===== src/rtl/rowseq_pkg.sv =====
package rowseq_pkg;
  // Strobes from the control to the row datapath
  typedef struct packed {
    logic clear;   // force row index to 0 (idle or start)
    logic step;    // advance to next row
    logic wrap;    // frame end: return to row 0
    logic gateOn;  // selects may be driven this cycle
  } seq_strobe_t;

  localparam int unsigned GAP_CYCLES = 2;
  localparam int unsigned MIN_ROW_LEN = GAP_CYCLES + 1;
endpackage


===== src/rtl/rowseq_ctrl.sv =====
module rowseq_ctrl
  import rowseq_pkg::*;
#(
  parameter int unsigned MAX_ROWS = 64,
  parameter int unsigned LEN_W    = 12,
  localparam int unsigned ROW_W   = $clog2(MAX_ROWS),
  localparam int unsigned CNT_W   = $clog2(MAX_ROWS + 1)
) (
  input  logic              clk,
  input  logic              rst_n,
  input  logic              enable,
  input  logic [LEN_W-1:0]  rowLen,
  input  logic [CNT_W-1:0]  numRows,
  input  logic [ROW_W-1:0]  rowIdx,
  output seq_strobe_t       strb,
  output logic              rowStart,
  output logic              arzPulse
);
  logic              running;
  logic [LEN_W-1:0]  cyc;
  logic [LEN_W-1:0]  actLen;
  logic [CNT_W-1:0]  actRows;
  logic [LEN_W-1:0]  effLen;
  logic [CNT_W-1:0]  effRows;
  logic              cycLast;
  logic              rowLast;
  logic              frameEnd;
  logic              loadCfg;

  always_comb begin
    effLen = (rowLen < LEN_W'(MIN_ROW_LEN)) ? LEN_W'(MIN_ROW_LEN) : rowLen;
    if (numRows == '0)
      effRows = CNT_W'(1);
    else if (numRows > CNT_W'(MAX_ROWS))
      effRows = CNT_W'(MAX_ROWS);
    else
      effRows = numRows;
  end

  assign cycLast  = (cyc == actLen - LEN_W'(1));
  assign rowLast  = (CNT_W'(rowIdx) == actRows - CNT_W'(1));
  assign frameEnd = running && cycLast && rowLast;
  assign loadCfg  = enable && (!running || frameEnd);

  always_ff @(posedge clk or negedge rst_n) begin
    if (!rst_n) begin
      running <= 1'b0;
      cyc     <= '0;
      actLen  <= LEN_W'(MIN_ROW_LEN);
      actRows <= CNT_W'(1);
    end else begin
      if (!enable) begin
        running <= 1'b0;
        cyc     <= '0;
      end else if (!running) begin
        running <= 1'b1;
        cyc     <= '0;
      end else begin
        cyc <= cycLast ? '0 : cyc + LEN_W'(1);
      end
      if (loadCfg) begin
        actLen  <= effLen;
        actRows <= effRows;
      end
    end
  end

  always_comb begin
    strb.clear  = !enable || !running;
    strb.step   = enable && running && cycLast && !rowLast;
    strb.wrap   = enable && frameEnd;
    strb.gateOn = running && (cyc >= LEN_W'(GAP_CYCLES));
  end

  assign rowStart = running && (cyc == '0);
  assign arzPulse = rowStart && (rowIdx == '0);

  // cycle counter stays inside the active row length
  p_cyc_range_r1: assert property (@(posedge clk) disable iff (!rst_n)
    running |-> (cyc < actLen));

  // row index from the datapath stays below the active row count
  p_row_range_r2: assert property (@(posedge clk) disable iff (!rst_n)
    running |-> (CNT_W'(rowIdx) < actRows));

  // active settings hold for the whole frame
  p_cfg_hold_r6: assert property (@(posedge clk) disable iff (!rst_n)
    (running && enable && !frameEnd) |=> ($stable(actLen) && $stable(actRows)));

  // active row length never below the minimum
  p_min_len_r7: assert property (@(posedge clk) disable iff (!rst_n)
    running |-> (actLen >= LEN_W'(MIN_ROW_LEN)));
endmodule


===== src/rtl/rowseq_datapath.sv =====
module rowseq_datapath
  import rowseq_pkg::*;
#(
  parameter int unsigned MAX_ROWS = 64,
  localparam int unsigned ROW_W   = $clog2(MAX_ROWS)
) (
  input  logic                clk,
  input  logic                rst_n,
  input  seq_strobe_t         strb,
  output logic [ROW_W-1:0]    rowIdx,
  output logic [MAX_ROWS-1:0] rowSel
);
  logic [MAX_ROWS-1:0] decoded;

  always_ff @(posedge clk or negedge rst_n) begin
    if (!rst_n)
      rowIdx <= '0;
    else if (strb.clear || strb.wrap)
      rowIdx <= '0;
    else if (strb.step)
      rowIdx <= rowIdx + ROW_W'(1);
  end

  for (genvar g = 0; g < MAX_ROWS; g++) begin : g_dec
    assign decoded[g] = strb.gateOn && (rowIdx == ROW_W'(g));
  end

  // Selects are retimed onto the falling edge
  always_ff @(negedge clk or negedge rst_n) begin
    if (!rst_n)
      rowSel <= '0;
    else
      rowSel <= decoded;
  end

  // never more than one row selected
  p_onehot_r3: assert property (@(posedge clk) disable iff (!rst_n)
    $onehot0(rowSel));

  // break before make, no direct switch from one select to another
  p_bbm_r3: assert property (@(posedge clk) disable iff (!rst_n)
    ((rowSel != '0) && ($past(rowSel) != '0)) |-> (rowSel == $past(rowSel)));

  // a step advances the index by one
  p_step_r2: assert property (@(posedge clk) disable iff (!rst_n)
    (strb.step && !strb.clear) |=> (rowIdx == ROW_W'($past(rowIdx) + ROW_W'(1))));
endmodule


===== src/rtl/row_mux_sequencer.sv =====
module row_mux_sequencer
  import rowseq_pkg::*;
#(
  parameter int unsigned MAX_ROWS = 64,
  parameter int unsigned LEN_W    = 12,
  localparam int unsigned ROW_W   = $clog2(MAX_ROWS),
  localparam int unsigned CNT_W   = $clog2(MAX_ROWS + 1)
) (
  input  logic                clk,
  input  logic                rst_n,
  input  logic                enable,
  input  logic [LEN_W-1:0]    rowLen,
  input  logic [CNT_W-1:0]    numRows,
  output logic [ROW_W-1:0]    rowIdx,
  output logic [MAX_ROWS-1:0] rowSel,
  output logic                rowStart,
  output logic                arzPulse
);
  seq_strobe_t strb;

  rowseq_ctrl #(.MAX_ROWS(MAX_ROWS), .LEN_W(LEN_W)) u_ctrl (
    .clk      (clk),
    .rst_n    (rst_n),
    .enable   (enable),
    .rowLen   (rowLen),
    .numRows  (numRows),
    .rowIdx   (rowIdx),
    .strb     (strb),
    .rowStart (rowStart),
    .arzPulse (arzPulse)
  );

  rowseq_datapath #(.MAX_ROWS(MAX_ROWS)) u_dp (
    .clk    (clk),
    .rst_n  (rst_n),
    .strb   (strb),
    .rowIdx (rowIdx),
    .rowSel (rowSel)
  );
endmodule


===== config.mk =====
export PLATFORM = sky130hd
export DESIGN_NAME = row_mux_sequencer
export DESIGN_NICKNAME = d
export VERILOG_FILES = /design/src/rtl/rowseq_pkg.sv /design/src/rtl/rowseq_ctrl.sv /design/src/rtl/rowseq_datapath.sv /design/src/rtl/row_mux_sequencer.sv
export SDC_FILE = /design/constraint.sdc
export NUM_CORES = 1
export LEC_CHECK = 0
export CORE_ASPECT_RATIO = 0.6
export CORE_MARGIN = 10
export CORE_UTILIZATION = 55
export CTS_CLUSTER_SIZE = 14
export DETAILED_ROUTE_END_ITERATION = 7
export PLACE_DENSITY = 0.85
export SLEW_MARGIN = 20
export SYNTH_ARGS = -nofsm -noshare
export SYNTH_HDL_FRONTEND = slang
export SYNTH_SLANG_ARGS = --single-unit
export TNS_END_PERCENT = 50

===== constraint.sdc =====
create_clock -name clk -period 6.1 [get_ports clk]
set_clock_uncertainty 0.2 [all_clocks]
set_input_delay 0.915 -clock clk [delete_from_list [all_inputs] [get_ports clk]]
set_output_delay 0.915 -clock clk [all_outputs]
set_load 0.02 [all_outputs]

==> results.yml, run 1 <==
yosys:
  yosysSeqAreaShare_pct: 57.6
  synth_common_cells: "sky130_fd_sc_hd__nor2_1 (93), sky130_fd_sc_hd__dfrtn_1 (64), sky130_fd_sc_hd__dfrtp_1 (35), sky130_fd_sc_hd__nand2_1 (27), sky130_fd_sc_hd__xnor2_1 (17)"
  yosysUniqueCellTypes: 46
  fraction_of_synthesis_flops_using_an_asynchronous_set_or_reset_pin_pct: 100
  synth-edff-count: 0
  ys_warn_count: 0
  synth_top_area_share_pct: 36.1
  cell_area_after_synthesis_um2: 4440
  synth-main-ff-cell: "sky130_fd_sc_hd__dfrtn_1"
  syn_nets: 441
  yosys-top-cells-area: "sky130_fd_sc_hd__dfrtn_1 (36%), sky130_fd_sc_hd__dfrtp_1 (20%), sky130_fd_sc_hd__nor2_1 (7.9%)"
  synthMostInstantiatedCell: "sky130_fd_sc_hd__nor2_1"
  syn_inst: 410
  yosys.area.top_type: "sky130_fd_sc_hd__dfrtn_1"
  synth_area_per_cell_um2: 10.8
  postSynthRegisterBits: 102
die:
  initial_utilization_pct: 56.5
  io-pin-count: 94
  dieArea_um2: 12200
  std_cell_rows: 25
  die_height_um: 89.6
  chipWidth_um: 136
  placeableCoreArea_um2: 7850
critical_path:
  critical_path.max_stage_delay_ps: 580
  path_class: "register to register"
  worst_path_most_repeated_cell: "sky130_fd_sc_hd__nor2_1"
  end_kind: "register"
  crit_path_cell_trace: "nor4_1 -> nand3_1 -> nor3_1 -> nor2_1 -> nand3b_1 -> nor2_1"
  critPathTopFamily: "simple AND/OR/NAND/NOR gates"
  timing.critical_path.fanout_max: 16
  critical_path_required_ps: 3010
  critPathBufInv: 0
  worstPathArrival_ps: 2460
  critical_path.startpoint_type: "register"
  cpMaxStageDelayCell: "sky130_fd_sc_hd__nand3b_1"
detailed_routing:
  vias: 3414
  routed_wire_length_per_instance_um: 18.3
  vias_per_cell: 5.53
  dr.first_iter.drc_count: 254
  detail_route.wirelength_um: 11300
  post_route_drc: 0
  dr.pass1.iters: 5
  antenna_violating_nets_post_route: 0
clocking:
  clock_input_transition_at_the_sequential_cells_of_the_worst_setup_and_hold_paths_ps: 70
  worst_skew_pair.late_latency_ps: 340
  cts_repair_resize_count: 0
  clockBufferDepth: 2
  htree_num_levels: 3
  numClockSinks: 102
  tritoncts: "yes"
  cts-hold-fix-buffers: 0
  post-cts-setup-buffers: 0
  total_cts_buffers: 9
  clk_root_buffer_cell: "sky130_fd_sc_hd__clkbuf_16"
global_routing:
  grt_max_degree: 51
  grt_usage_pct: 18.8
  gr-total-overflow: 0
  grt_first_pass_wirelength_um: 18000
  antenna_violations_before_repair: 0
  first_global_vias: 3397
layout:
  final_layout_size_suffix_gt1_share_pct: 9.04
  insertedDiodeCount: 0
  layout.cells.non_filler: 617
  layout.nets: 535
  area_delta_synth_final_pct: 30.4
power:
  report.power.total_mw: 1.47
  switching_share_pct: 24.8
  internal_power_of_the_cells_mw: 1.11
  power.share.clock_pct: 41.1
  seq_power_share_pct: 49.6
  power_frac_comb_pct: 9.3
  power.density_cell_area_nw_per_um2: 254
  ir_drop_worst_case_vdd_mv: 0.178
  total_switching_power_uw: 364
  power.leakage_nw: 2.50
placement:
  routabilityCongestion: 0.892
  port-buffer-count: 93
  hpwlAfterDp_um: 8190
  placed_cells: 601
  dp_slack_ps: 686
flow_run:
  max-cap-violations: 0
sta:
  setup_tns_ps: 0
  worst_pin_slew_ps: 749
  post-route-worst-setup-slack_ps: 553
  final-setup-viol-count: 0
  drv_slew: 0
  hold_violations: 0
  rsz0062_at_grt: "false"
  relative_slew_margins_pct: 49.9
worst_hold_path:
  min-delay-path-class: "register to register"
outcome:
  outcome: "completed"
## flip-flops by register name (all words and copies together) (netlist names)
| name | count |
|---|---|
| u_ctrl.cyc | 12 |
| u_ctrl.running | 1 |
| u_ctrl.actRows | 7 |
| u_dp.rowSel | 64 |
| u_dp.rowIdx | 6 |
| u_ctrl.actLen | 12 |
## power groups by stage
stage	Sequential (mW)	Clock, mW	Combinational (mW)
2_1_floorplan	0.731	0	0.0897
5_1_grt	0.732	0.636	0.150
3_5_place_dp	0.741	0	0.136
6_report	0.730	0.604	0.137
4_1_cts	0.728	0.605	0.138
3_3_place_gp	0.738	0	0.130
## through the flow
stage | area (um2) | hold WS [ps] | utilization (%)
floorplan | 4440 | 280 | -
global placement | 5460 | 300 | 69.5
detailed placement | 5460 | 319 | 69.5
CTS | 5790 | 329 | 73.7
global route | 5790 | 353 | 73.7
finish | 5790 | 330 | 73.7
## cell type report
type | instances | area, um2
clock buffers | 11 | 275
well taps | 108 | 135
repair buffers | 98 | 966
flip-flops and latches | 102 | 2560
clock inverters | 5 | 53.8
multi-input cells | 282 | 1760
fillers | 535 | 2070
inverters | 11 | 41.3
## worst paths after layout
path | start | end | slack, ps | cells after the start
max reg2reg | u_ctrl.cyc[9] | u_dp.rowSel[31] | 550 | 6
max in group asynchronous | rst_n | u_dp.rowSel[16] | 1730 | 2
max | u_ctrl.cyc[9] | u_dp.rowSel[31] | 550 | 6
min reg2reg | u_ctrl.actLen[1] | u_ctrl.actLen[1] | 330 | 2
min | u_ctrl.actLen[1] | u_ctrl.actLen[1] | 330 | 2
min in group asynchronous | rst_n | u_ctrl.cyc[0] | 820 | 2
## worst register-to-register path, cell delays in order, from the launching register on
cell and delay (ps):
sky130_fd_sc_hd__dfrtp_1 480, sky130_fd_sc_hd__nor4_1 440, sky130_fd_sc_hd__nand3_1 210, sky130_fd_sc_hd__nor3_1 170, sky130_fd_sc_hd__nor2_1 120, sky130_fd_sc_hd__nand3b_1 580
sky130_fd_sc_hd__nor2_1 120
## kinds of logic (layout without fill, tap and decap cells)
group	after synthesis	in the layout	share of synthesized area, %
and+or+nand+nor	189	189	20.2
DFF	102	102	57.6
AOI/OAI and AO/OA	32	32	4.99
xor gates and xnor gates	32	32	6.32
buffers and inverters	26	125	2.76
muxes	20	20	5.59
adders and majority gates	9	9	2.54
## cells in the final DEF (no fill, tap or decap), drive strengths merged, types with 7 or more instances in the layout
cell / netlist / routed
nor2: 93 / 93
clkdlybuf4s50: 0 / 92
dfrtn: 64 / 64
dfrtp: 35 / 35
nand2: 27 / 27
xnor2: 17 / 17
mux2: 17 / 17
xor2: 15 / 15
inv: 11 / 14
nand3: 11 / 11
clkbuf: 11 / 11
a21oi: 10 / 10
nor2b: 10 / 10
nor3: 9 / 9
ha: 9 / 9
o21ai: 7 / 7
or4: 7 / 7
## routing by layer
layer  up-vias  routed length (um)  global-route usage (%)
li1       1561                   -                       -
met1      1700                4860                    24.3
met2       137                5410                    31.8
met3        16                 912                    4.43
met4         0                 119                    4.33
met5         -                   0                       0
No activity file was read; power rests on OpenSTA's default activity.
==> run 2, diff against run 1 <==
--- a/config.mk
+++ b/config.mk
@@ -10,6 +10,7 @@
 export CORE_UTILIZATION = 55
 export CTS_CLUSTER_SIZE = 14
 export DETAILED_ROUTE_END_ITERATION = 7
+export HOLD_SLACK_MARGIN = 0.12
 export PLACE_DENSITY = 0.85
 export SLEW_MARGIN = 20
 export SYNTH_ARGS = -nofsm -noshare
==> results of run 2 <==
Same layout as run 1: the final DEF is identical, and so are final timing and power.
